==> config.mk <==
export PLATFORM = sky130hd
export DESIGN_NAME = rx_accept_filter
export DESIGN_NICKNAME = d
export VERILOG_FILES = /design/src/rtl/rxf_pkg.sv /design/src/rtl/rxf_cfg_regs.sv /design/src/rtl/rxf_addr_scan.sv /design/src/rtl/rxf_decide.sv /design/src/rtl/rx_accept_filter.sv
export SDC_FILE = /design/constraint.sdc
export NUM_CORES = 1
export LEC_CHECK = 0
export ABC_AREA = 1
export BUFFER_PORTS_ARGS = -buffer_cell sky130_fd_sc_hd__buf_4
export CAP_MARGIN = 5
export CORE_ASPECT_RATIO = 0.9
export CORE_MARGIN = 4
export CORE_UTILIZATION = 37
export CTS_CLUSTER_SIZE = 24
export DETAILED_ROUTE_END_ITERATION = 8
export GPL_TIMING_DRIVEN = 1
export PLACE_DENSITY_LB_ADDON = 0.1
export SYNTH_ARGS = -nofsm -noshare
export SYNTH_HDL_FRONTEND = slang
export SYNTH_SLANG_ARGS = --single-unit
==> constraint.sdc <==
create_clock -name clk -period 2.4 [get_ports clk]
set_input_delay 0.12 -clock clk [delete_from_list [all_inputs] [get_ports clk]]
set_output_delay 0.12 -clock clk [all_outputs]
set_load 0.005 [all_outputs]
==> src/rtl/rxf_pkg.sv <==
package rxf_pkg;

   typedef enum logic [1:0] {
      CLS_UNICAST   = 2'b00,
      CLS_MULTICAST = 2'b01,
      CLS_BROADCAST = 2'b10,
      CLS_RUNT      = 2'b11
   } rxf_class_e;

   localparam logic [2:0] SEL_STA_A  = 3'd0;
   localparam logic [2:0] SEL_STA_B  = 3'd1;
   localparam logic [2:0] SEL_MAXLEN = 3'd2;
   localparam logic [2:0] SEL_DROP   = 3'd3;
   localparam logic [2:0] SEL_DCARE  = 3'd4;

   typedef struct packed {
      logic bc;
      logic mc;
      logic uc_hit;
   } rxf_addr_flags_t;

endpackage

==> src/rtl/rxf_cfg_regs.sv <==
module rxf_cfg_regs
   import rxf_pkg::*;
#(
   parameter int          REG_W      = 32,
   parameter int          LEN_W      = 16,
   parameter int          ADDR_BYTES = 6,
   parameter int          SEL_W      = 3,
   parameter logic [31:0] MAXLEN_RST = 32'h0000_0600,
   parameter logic [31:0] DROP_RST   = 32'h0000_0000,
   parameter logic [31:0] DCARE_RST  = 32'h0003_FFFF,
   parameter int          BCAST_BIT  = 9,
   parameter int          MCAST_BIT  = 8
) (
   input  logic                      clk,
   input  logic                      rst_n,
   input  logic                      wr_en,
   input  logic [SEL_W-1:0]          wr_sel,
   input  logic [REG_W-1:0]          wr_data,
   output logic [ADDR_BYTES*8-1:0]   station_o,
   output logic [LEN_W-1:0]          max_len_o,
   output logic                      bc_drop_o,
   output logic                      mc_drop_o,
   output logic                      bc_dcare_o,
   output logic                      mc_dcare_o
);

   localparam int HI_BYTES = REG_W / 8;
   localparam int LO_BYTES = ADDR_BYTES - HI_BYTES;
   localparam int LO_W     = LO_BYTES * 8;

   generate
      if (LO_BYTES < 1 || LO_BYTES > HI_BYTES) begin : g_bad_split
         $error("rxf_cfg_regs: station address does not split over two words");
      end
      if (LEN_W > REG_W) begin : g_bad_len
         $error("rxf_cfg_regs: LEN_W wider than a register");
      end
      if (BCAST_BIT >= REG_W || MCAST_BIT >= REG_W || BCAST_BIT == MCAST_BIT) begin : g_bad_bits
         $error("rxf_cfg_regs: class bit positions invalid");
      end
   endgenerate

   logic [REG_W-1:0] sta_a_q;
   logic [LO_W-1:0]  sta_b_q;
   logic [LEN_W-1:0] maxlen_q;
   logic             bc_drop_q, mc_drop_q, bc_dcare_q, mc_dcare_q;

   wire wr_a   = wr_en && (wr_sel == SEL_W'(SEL_STA_A));
   wire wr_b   = wr_en && (wr_sel == SEL_W'(SEL_STA_B));
   wire wr_max = wr_en && (wr_sel == SEL_W'(SEL_MAXLEN));
   wire wr_dr  = wr_en && (wr_sel == SEL_W'(SEL_DROP));
   wire wr_dc  = wr_en && (wr_sel == SEL_W'(SEL_DCARE));

   always_ff @(posedge clk or negedge rst_n) begin
      if (!rst_n) begin
         sta_a_q    <= '0;
         sta_b_q    <= '0;
         maxlen_q   <= MAXLEN_RST[LEN_W-1:0];
         bc_drop_q  <= DROP_RST[BCAST_BIT];
         mc_drop_q  <= DROP_RST[MCAST_BIT];
         bc_dcare_q <= DCARE_RST[BCAST_BIT];
         mc_dcare_q <= DCARE_RST[MCAST_BIT];
      end else begin
         if (wr_a)   sta_a_q  <= wr_data;
         if (wr_b)   sta_b_q  <= wr_data[REG_W-1 -: LO_W];
         if (wr_max) maxlen_q <= wr_data[LEN_W-1:0];
         if (wr_dr) begin
            bc_drop_q <= wr_data[BCAST_BIT];
            mc_drop_q <= wr_data[MCAST_BIT];
         end
         if (wr_dc) begin
            bc_dcare_q <= wr_data[BCAST_BIT];
            mc_dcare_q <= wr_data[MCAST_BIT];
         end
      end
   end

   // octet 1 of the address lands in the top byte of station_o
   assign station_o  = {sta_a_q, sta_b_q};
   assign max_len_o  = maxlen_q;
   assign bc_drop_o  = bc_drop_q;
   assign mc_drop_o  = mc_drop_q;
   assign bc_dcare_o = bc_dcare_q;
   assign mc_dcare_o = mc_dcare_q;

   logic unused_cfg_bits;
   assign unused_cfg_bits = ^{MAXLEN_RST, DROP_RST, DCARE_RST, wr_data};

endmodule

==> src/rtl/rxf_addr_scan.sv <==
module rxf_addr_scan
   import rxf_pkg::*;
#(
   parameter int ADDR_BYTES   = 6,
   parameter int DATA_W       = 8,
   parameter int LEN_W        = 16,
   parameter bit PARALLEL_CMP = 1'b0
) (
   input  logic                         clk,
   input  logic                         rst_n,
   input  logic                         byte_vld,
   input  logic [DATA_W-1:0]            byte_data,
   input  logic                         byte_sof,
   input  logic                         byte_eof,
   input  logic [LEN_W-1:0]             frame_len,
   input  logic [ADDR_BYTES*DATA_W-1:0] station,
   output logic                         evt_o,
   output logic                         runt_o,
   output rxf_addr_flags_t              flags_o,
   output logic [LEN_W-1:0]             len_o
);

   localparam int CNT_W = $clog2(ADDR_BYTES + 1);
   localparam int IDX_W = $clog2(ADDR_BYTES);
   localparam int AW    = ADDR_BYTES * DATA_W;

   generate
      if (ADDR_BYTES < 2) begin : g_bad_bytes
         $error("rxf_addr_scan: address needs at least two bytes");
      end
      if (DATA_W != 8) begin : g_bad_dw
         $error("rxf_addr_scan: byte lanes must be 8 bits");
      end
   endgenerate

   logic [CNT_W-1:0] cnt_q;
   logic             busy_q;
   logic [LEN_W-1:0] len_q;

   logic [CNT_W-1:0] idx;
   logic             take, at_last, at_first;

   always_comb begin
      idx      = byte_sof ? '0 : cnt_q;
      take     = byte_vld && (byte_sof || busy_q);
      at_first = (idx == '0);
      at_last  = (idx == CNT_W'(ADDR_BYTES - 1));
   end

   assign evt_o  = take && (at_last || byte_eof);
   assign runt_o = !at_last;
   assign len_o  = byte_sof ? frame_len : len_q;

   always_ff @(posedge clk or negedge rst_n) begin
      if (!rst_n) begin
         cnt_q  <= '0;
         busy_q <= 1'b0;
         len_q  <= '0;
      end else if (take) begin
         cnt_q  <= idx + CNT_W'(1);
         busy_q <= !(at_last || byte_eof);
         if (byte_sof) len_q <= frame_len;
      end
   end

   // station octets, octet 0 is the first byte on the wire
   logic [DATA_W-1:0] st_oct [ADDR_BYTES];
   for (genvar g = 0; g < ADDR_BYTES; g++) begin : g_oct
      assign st_oct[g] = station[(ADDR_BYTES-1-g)*DATA_W +: DATA_W];
   end

   generate
      if (PARALLEL_CMP) begin : g_parallel
         logic [DATA_W-1:0] da_q [ADDR_BYTES-1];
         logic [AW-1:0]     da_full;

         always_ff @(posedge clk or negedge rst_n) begin
            if (!rst_n) begin
               for (int i = 0; i < ADDR_BYTES-1; i++) da_q[i] <= '0;
            end else if (take && !at_last) begin
               da_q[idx[IDX_W-1:0]] <= byte_data;
            end
         end

         for (genvar g = 0; g < ADDR_BYTES-1; g++) begin : g_cat
            assign da_full[(ADDR_BYTES-1-g)*DATA_W +: DATA_W] = da_q[g];
         end
         assign da_full[DATA_W-1:0] = byte_data;

         logic bc_w;
         assign bc_w           = &da_full;
         assign flags_o.bc     = bc_w;
         assign flags_o.mc     = da_full[AW-DATA_W] && !bc_w;
         assign flags_o.uc_hit = (da_full == station);

         logic unused_par;
         assign unused_par = ^{at_first, st_oct[0]};
      end else begin : g_running
         logic bc_q, mc_q, uc_q;
         logic bc_n, mc_n, uc_n;

         always_comb begin
            bc_n = (at_first ? 1'b1 : bc_q) && (byte_data == '1);
            uc_n = (at_first ? 1'b1 : uc_q) && (byte_data == st_oct[idx[IDX_W-1:0]]);
            mc_n = at_first ? byte_data[0] : mc_q;
         end

         always_ff @(posedge clk or negedge rst_n) begin
            if (!rst_n) begin
               bc_q <= 1'b0;
               mc_q <= 1'b0;
               uc_q <= 1'b0;
            end else if (take) begin
               bc_q <= bc_n;
               mc_q <= mc_n;
               uc_q <= uc_n;
            end
         end

         assign flags_o.bc     = bc_n;
         assign flags_o.mc     = mc_n && !bc_n;
         assign flags_o.uc_hit = uc_n;
      end
   endgenerate

endmodule

==> src/rtl/rxf_decide.sv <==
module rxf_decide
   import rxf_pkg::*;
#(
   parameter int LEN_W      = 16,
   parameter int ADDR_BYTES = 6
) (
   input  logic            clk,
   input  logic            rst_n,
   input  logic            evt,
   input  logic            runt,
   input  rxf_addr_flags_t flags,
   input  logic [LEN_W-1:0] len,
   input  logic [LEN_W-1:0] max_len,
   input  logic            bc_drop,
   input  logic            mc_drop,
   input  logic            bc_dcare,
   input  logic            mc_dcare,
   output logic            dec_vld_o,
   output logic            dec_accept_o,
   output logic [1:0]      dec_class_o
);

   rxf_class_e cls;
   logic       len_ok, addr_ok, acc;

   always_comb begin
      if (runt)          cls = CLS_RUNT;
      else if (flags.bc) cls = CLS_BROADCAST;
      else if (flags.mc) cls = CLS_MULTICAST;
      else               cls = CLS_UNICAST;

      len_ok = (len <= max_len) && (len >= LEN_W'(ADDR_BYTES));

      unique case (cls)
         CLS_BROADCAST: addr_ok = bc_dcare || !bc_drop;
         CLS_MULTICAST: addr_ok = mc_dcare || !mc_drop;
         CLS_UNICAST:   addr_ok = flags.uc_hit;
         default:       addr_ok = 1'b0;
      endcase

      acc = len_ok && addr_ok;
   end

   logic       vld_q, acc_q;
   rxf_class_e cls_q;

   always_ff @(posedge clk or negedge rst_n) begin
      if (!rst_n) begin
         vld_q <= 1'b0;
         acc_q <= 1'b0;
         cls_q <= CLS_UNICAST;
      end else begin
         vld_q <= evt;
         acc_q <= evt && acc;
         if (evt) cls_q <= cls;
      end
   end

   assign dec_vld_o    = vld_q;
   assign dec_accept_o = acc_q;
   assign dec_class_o  = cls_q;

endmodule

==> src/rtl/rx_accept_filter.sv <==
module rx_accept_filter
   import rxf_pkg::*;
#(
   parameter int          DATA_W       = 8,
   parameter int          ADDR_BYTES   = 6,
   parameter int          LEN_W        = 16,
   parameter int          REG_W        = 32,
   parameter int          SEL_W        = 3,
   parameter logic [31:0] MAXLEN_RST   = 32'h0000_0600,
   parameter logic [31:0] DROP_RST     = 32'h0000_0000,
   parameter logic [31:0] DCARE_RST    = 32'h0003_FFFF,
   parameter int          BCAST_BIT    = 9,
   parameter int          MCAST_BIT    = 8,
   parameter bit          PARALLEL_CMP = 1'b0
) (
   input  logic              clk,
   input  logic              rst_n,
   input  logic              cfg_wr_en,
   input  logic [SEL_W-1:0]  cfg_wr_sel,
   input  logic [REG_W-1:0]  cfg_wr_data,
   input  logic              rx_byte_vld,
   input  logic [DATA_W-1:0] rx_byte,
   input  logic              rx_sof,
   input  logic              rx_eof,
   input  logic [LEN_W-1:0]  rx_frame_len,
   output logic              dec_vld,
   output logic              dec_accept,
   output logic [1:0]        dec_class
);

   localparam int AW = ADDR_BYTES * DATA_W;

   generate
      if (SEL_W < 3) begin : g_bad_sel
         $error("rx_accept_filter: select needs at least three bits");
      end
   endgenerate

   logic [AW-1:0]    station_w;
   logic [LEN_W-1:0] max_len_w;
   logic             bc_drop_w, mc_drop_w, bc_dcare_w, mc_dcare_w;

   rxf_cfg_regs #(
      .REG_W(REG_W), .LEN_W(LEN_W), .ADDR_BYTES(ADDR_BYTES), .SEL_W(SEL_W),
      .MAXLEN_RST(MAXLEN_RST), .DROP_RST(DROP_RST), .DCARE_RST(DCARE_RST),
      .BCAST_BIT(BCAST_BIT), .MCAST_BIT(MCAST_BIT)
   ) u_regs (
      .clk(clk), .rst_n(rst_n),
      .wr_en(cfg_wr_en), .wr_sel(cfg_wr_sel), .wr_data(cfg_wr_data),
      .station_o(station_w), .max_len_o(max_len_w),
      .bc_drop_o(bc_drop_w), .mc_drop_o(mc_drop_w),
      .bc_dcare_o(bc_dcare_w), .mc_dcare_o(mc_dcare_w)
   );

   logic            evt_w, runt_w;
   rxf_addr_flags_t flags_w;
   logic [LEN_W-1:0] len_w;

   rxf_addr_scan #(
      .ADDR_BYTES(ADDR_BYTES), .DATA_W(DATA_W), .LEN_W(LEN_W),
      .PARALLEL_CMP(PARALLEL_CMP)
   ) u_scan (
      .clk(clk), .rst_n(rst_n),
      .byte_vld(rx_byte_vld), .byte_data(rx_byte),
      .byte_sof(rx_sof), .byte_eof(rx_eof), .frame_len(rx_frame_len),
      .station(station_w),
      .evt_o(evt_w), .runt_o(runt_w), .flags_o(flags_w), .len_o(len_w)
   );

   rxf_decide #(
      .LEN_W(LEN_W), .ADDR_BYTES(ADDR_BYTES)
   ) u_decide (
      .clk(clk), .rst_n(rst_n),
      .evt(evt_w), .runt(runt_w), .flags(flags_w), .len(len_w),
      .max_len(max_len_w),
      .bc_drop(bc_drop_w), .mc_drop(mc_drop_w),
      .bc_dcare(bc_dcare_w), .mc_dcare(mc_dcare_w),
      .dec_vld_o(dec_vld), .dec_accept_o(dec_accept), .dec_class_o(dec_class)
   );

endmodule

==> impl_metrics.yaml, run 1 <==
run_status:
  status: "completed"
final_layout:
  final_common_cell: "nand2_1"
  final_cell_mix: "nand2_1, o21ai_0, inv_1"
  syn_to_final_growth_pct: 19.8
  n_antenna_cell: 0
  drive_gt1_share_pct: 14.7
  fillerInstances: 1316
  nNetsFinal: 798
yosys:
  yosysSeqAreaShare_pct: 48.0
  yosys_warnings: 0
  synthDistinctLibCells: 28
  synth_top_area_cell: "dfrtp_1"
  syn_avg_cell_area_um2: 7.63
  synth_top_area_share_pct: 45.9
  syn-num-nets: 732
  netlist_instances: 650
  synth_area_leaders: "dfrtp_1, nand2_1, o21ai_0"
  synth_seq_cells: 95
  netlist_area_mm2: 0.00496
sta:
  hold_violations: 0
  tightestPinTransition_ns: 0.593
  period_minus_slack_ns: 2.07
  fin_crit_sh_pct: 86.4
  relSlewSlack_pct: 60.5
  report.final.setup_viol: 0
  tns_ns: 0
  fmaxAchievable_ghz: 0.482
  finalClockSkew_ns: 0.00587
  finalWorstSetupSlack_ns: 0.326
  holdWs_ns: 0.0431
  drv_slew: 0
  rsz0062_at_grt: "false"
power:
  p_leak_uw: 0.00312
  ir_drop_mv: 0.377
  power_density_mw_per_mm2: 786
clock_network:
  h-tree-depth: 3
  path_clk_slew_ns: 0.06
  cts_buffers: 9
  postCtsSetupBuffers: 0
  cts_sinks: 95
  cts_tree: "yes"
  cts_max_path_buffers: 2
  clk_latency_ns: 0.35
  cts-root-buf: "clkbuf_16"
drt:
  detail_route.wl_per_cell_um: 14.3
  dr.first_iter.drc_count: 229
  drtAntennaViolNets: 0
  drc_errors: 0
  vias: 4321
  avgViaCountPerCell: 4.88
  drtPass1Iterations: 5
  wl_mm: 12.6
placement:
  io_buffer_count: 68
  finalWeightedCongestion: 0.826
  dp_hpwl_mm: 9.68
  place_ws_ns: 0.212
setup_path:
  cp_max_fo: 23
  crit_arrival_ns: 2.37
  end_kind: "flip-flop"
  crit_path_top_delay_cell: "dfrtp_1"
  worstSetupPathType: "flip-flop to flip-flop"
  critical_path.top_delay_family: "simple AND/OR/NAND/NOR gates"
  path_cells: "nand2_2 -> nand2_1 -> nand2_1 -> o21ai_1 -> nand2_1 -> nand2_1 -> nand2_1 -> nor2_1 -> nand2_1 -> nor2_1 -> nand3_1 -> nand3_1 -> nand2_1 -> inv_1"
  cp_data_required_time_ns: 2.70
  max_stage_delay_ns: 0.49
  crit_buf_inv: 1
  crit_path_frequent_cell: "nand2_1"
  crit_path_start_kind: "flip-flop"
run:
  cap_violations: 0
grt:
  antenna_found_initial: 0
  track_usage_pct: 17.5
  grt_pass1_wl_mm: 21.3
  grt_max_degree: 65
  grt-ovfl-total: 0
  grt_pass1_vias: 4219
die:
  fp.dieArea_mm2: 0.0153
  dieWidth_um: 130
  num_rows: 39
  floorplan.initialDensity_pct: 38.4
  dieHeight_um: 118
  coreArea_mm2: 0.0129
  ios: 69
worst_hold_path:
  hold_path.class: "input port to flip-flop"
## worst min-delay path, stage by stage
cell and delay, ns:
buf_4 0.11, inv_1 0.05, o21ai_0 0.07
## cell usage after synthesis (all sizes together)
cell / n
nor4: 2
nand3: 64
o21a: 2
nor3: 2
inv: 97
o2111ai: 1
o311ai: 1
or2: 3
dfrtp: 91
ha: 17
o211ai: 2
buf: 11
dfstp: 4
o221ai: 1
a211oi: 1
nor2: 17
nand2: 189
clkbuf: 16
o21ai: 112
mux2i: 1
nand4: 5
a21oi: 11
## metal layers
metal	up-vias	wire (um)	share of wire, %	global-route usage, %
li1	2221	-	-	-
met1	2010	6380	51	25.7
met2	80	5560	44	26.1
met3	10	522	4.1	3.77
met4	0	164	1.3	4.87
met5	-	0	0	0
## cells by family (layout without fill, tap and decap cells)
family	count (synthesis)	after routing	share of synthesized area, %
simple gates	282	282	23.7
flops	95	95	48.0
mux	1	1	0.202
buf+inv	124	195	10.1
compound gates	131	131	13.7
fa+ha+maj	17	17	4.29
## registers in the layout (all words and copies together), names as in the netlist, 2 cells and up
register / cells
u_regs.sta_a_q: 32
u_regs.max_len_o: 16
u_regs.sta_b_q: 16
u_scan.len_q: 16
u_scan.cnt_q: 3
u_decide.dec_class_o: 2
## final timing paths
kind,end,cells after the start,startpoint,slack [ns]
max,u_decide.dec_accept_o,14,u_scan.cnt_q[0],0.33
min,u_regs.sta_b_q[7],3,cfg_wr_data[23],0.04
max reg2reg,u_decide.dec_accept_o,14,u_scan.cnt_q[0],0.33
min reg2reg,u_scan.len_q[3],2,u_scan.len_q[3],0.48
max in group asynchronous,u_regs.max_len_o[10],3,rst_n,1.35
min in group asynchronous,u_scan.len_q[1],2,rst_n,0.31
## report_power, final
group | internal, uW | total, uW | switching, uW
Combinational | 481 | 1200 | 723
Clock | 758 | 1360 | 604
Sequential | 1920 | 2100 | 182
## final cells by class
cell class	count	area [um2]	area share [%]
timing repair buffer	82	631	10.6
tap	164	205	3.45
inverter	97	364	6.13
clock buffer	13	260	4.38
sequential	95	2380	40.1
clock inverter	3	18.8	0.316
multi-input combinational	431	2080	35.0
## repair_timing
action | 4_1_cts | 5_1_grt
endpoints found under the hold margin | 40 | 0
resized for setup | 0 | 1
hold buffers | 1 | 0
endpoints found under the setup margin | 0 | 1
## through the flow
stage	util (%)	instances	cell area (um2)	power (uW)
final	46.0	885	5940	4670
after global routing	46.0	885	5940	5050
after CTS	45.9	885	5940	4740
after detailed placement	43.7	868	5650	3350
after global placement	43.7	868	5650	3320
after floorplan	-	650	4960	2900
Power figures use the tool's default switching activity.
==> run 2, diff against run 1 <==
--- a/config.mk
+++ b/config.mk
@@ -10,7 +10,7 @@
 export CAP_MARGIN = 5
 export CORE_ASPECT_RATIO = 0.9
 export CORE_MARGIN = 4
-export CORE_UTILIZATION = 37
+export CORE_UTILIZATION = 40
 export CTS_CLUSTER_SIZE = 24
 export DETAILED_ROUTE_END_ITERATION = 8
 export GPL_TIMING_DRIVEN = 1
==> run 2 against run 1 <==
  * Register-to-register slack about the same
  * Sequential power about the same
  * Largest cell class unchanged
  * Count of clock-buffer cells in the layout down 3
  * Sequential share of layout area down 0.66 points
  * Non-clock buffer count up 8
==> impl_metrics.yaml, run 2 (synthesized netlist as in run 1, its figures left out) <==
placement:
  io_buffer_count: 68
  finalWeightedCongestion: 0.854
  dp_hpwl_mm: 9.98
  place_ws_ns: 0.219
setup_path:
  crit_path_frequent_cell: "a21oi_1"
  reg2reg_depth: 10
  max_stage_delay_ns: 0.40
  crit_path_start_kind: "flip-flop"
  cp_data_required_time_ns: 2.69
  crit_path_top_delay_cell: "o21ai_0"
  worstSetupPathType: "flip-flop to flip-flop"
  crit_arrival_ns: 2.36
  end_kind: "flip-flop"
  r2r_setup_slack_ns: 0.33
  path_cells: "inv_1 -> o21ai_0 -> ha_1 -> a21oi_1 -> o21ai_0 -> a21oi_1 -> nand2_1 -> a21oi_1 -> nand2_1 -> inv_1"
  cp_max_fo: 3
  worstReg2RegEnd: "u_decide.dec_accept_o"
  rr_startpoint: "u_scan.len_q[15]"
sta:
  rsz0062_at_grt: "false"
  finalClockSkew_ns: 0.00571
  fmaxAchievable_ghz: 0.484
  hold_violations: 0
  finalWorstSetupSlack_ns: 0.332
  relSlewSlack_pct: 61.7
  holdWs_ns: 0.0427
  tightestPinTransition_ns: 0.574
  tns_ns: 0
  drv_slew: 0
  period_minus_slack_ns: 2.07
  report.final.setup_viol: 0
  fin_crit_sh_pct: 86.2
grt:
  grt_pass1_vias: 4255
  top_usage_layer: "met1"
  track_usage_pct: 19.7
  grt-ovfl-total: 0
  grt_use_met2_pct: 28.5
  globalRouteMet3Util_pct: 3.75
  antenna_found_initial: 0
  grt_max_degree: 65
  grt_pass1_wl_mm: 22.4
  gr-usage-met1_pct: 30.4
clock_network:
  h-tree-depth: 3
  cts_buffers: 9
  postCtsSetupBuffers: 0
  clk_latency_ns: 0.35
  cts_sinks: 95
  path_clk_slew_ns: 0.07
  cts_tree: "yes"
  cts-root-buf: "clkbuf_16"
  cts_max_path_buffers: 2
power:
  ir_drop_mv: 0.517
  clkPwrFrac_pct: 31.6
  power_density_mw_per_mm2: 812
  sw_frac_of_total_pct: 31.8
  netSwitchingPower_uw: 1560
  combPwrFrac_pct: 25.6
  internal_power_uw: 3350
  p_leak_uw: 0.00317
  seqPwrFrac_pct: 42.8
final_layout:
  regArea_mm2: 0.00238
  multiInputGateArea_mm2: 0.00208
  syn_to_final_growth_pct: 21.8
  top_register: "u_regs.sta_a_q"
  nNetsFinal: 806
  fillerInstances: 1234
  n_antenna_cell: 0
  final_cell_mix: "nand2_1, o21ai_0, inv_1"
  largest_reg_flops: 32
  final_common_cell: "nand2_1"
  drive_gt1_share_pct: 15.8
  fin_util_pct: 50.0
die:
  dieWidth_um: 125
  fp.dieArea_mm2: 0.0142
  floorplan.initialDensity_pct: 41.1
  num_rows: 38
  dieHeight_um: 114
  ios: 69
  coreArea_mm2: 0.0121
drt:
  vias: 4369
  drtAntennaViolNets: 0
  drtPass1Iterations: 4
  avgViaCountPerCell: 4.91
  detail_route.wl_per_cell_um: 14.7
  dr.first_iter.drc_count: 331
  drc_errors: 0
  wl_mm: 13.0
worst_hold_path:
  hp-start: "cfg_wr_data[20]"
  hold_path.class: "input port to flip-flop"
  min_path_cells: 3
  min_to: "u_regs.sta_b_q[4]"
run_status:
  status: "completed"
run:
  cap_violations: 0
-- run 2: cell types whose count changed in the layout (fill, tap and decap cells not counted) --
cell,change
buf_4,+8
clkinvlp_4,+1
bufinv_16,+2
clkbuf_1,-1
clkinv_4,+1
clkbuf_8,-2
inv_6,+1
clkinv_2,-2
-- run 2: worst max path at each step --
| stage | slack [ns] | to | from | cells after the start |
|---|---|---|---|---|
| after global routing | 0.08 | u_decide.dec_accept_o | u_scan.cnt_q[0] | 15 |
| final | 0.33 | u_decide.dec_accept_o | u_scan.len_q[15] | 10 |
| after detailed placement | 0.22 | u_decide.dec_accept_o | u_scan.cnt_q[0] | 15 |
| after floorplan | 0.63 | u_decide.dec_accept_o | rx_sof | 15 |
| after global placement | 0.17 | u_decide.dec_accept_o | u_scan.cnt_q[0] | 15 |
| after CTS | 0.19 | u_decide.dec_accept_o | u_scan.cnt_q[0] | 15 |
-- run 2: final cells by class --
cell class | instances | share of cell area, %
timing repair buffer | 90 | 11.4
sequential | 95 | 39.4
clock buffer | 10 | 3.79
tap | 160 | 3.31
inverter | 97 | 6.03
multi-input combinational | 431 | 34.4
clock inverter | 6 | 1.55
-- run 2: timing repair --
action	CTS	global route
endpoints found under the setup margin	0	1
hold buffers	1	0
endpoints found under the hold margin	34	0
resized for setup	0	1
-- run 2: power groups by stage --
stage	combinational [uW]	clock, uW	sequential, uW
floorplan	840	0	2060
global placement	1240	0	2120
detailed placement	1260	0	2130
CTS	1270	1590	2100
global route	1480	1660	2140
finish	1260	1550	2100
-- run 2: worst max-delay path, delay by kind of cell (launching register included) --
family / cells / cell delay [ns]
DFF: 1 / 0.32
buffers and inverters: 2 / 0.09
AOI/OAI and AO/OA: 5 / 1.09
and+or+nand+nor: 2 / 0.14
adders and majority gates: 1 / 0.36
-- run 2: metrics by stage --
step	instance area (um2)	total power, uW	instances
final	6040	4910	889
after global routing	6040	5280	889
after CTS	6040	4960	889
after detailed placement	5710	3390	872
after global placement	5710	3360	872
after floorplan	4960	2900	650
-- run 2: metal layers --
metal  part of all wire [%]  vias up
li1                       -     2234
met5                      0        -
met1                     53     2042
met4                    1.1        0
met3                    3.7       13
met2                     42       80
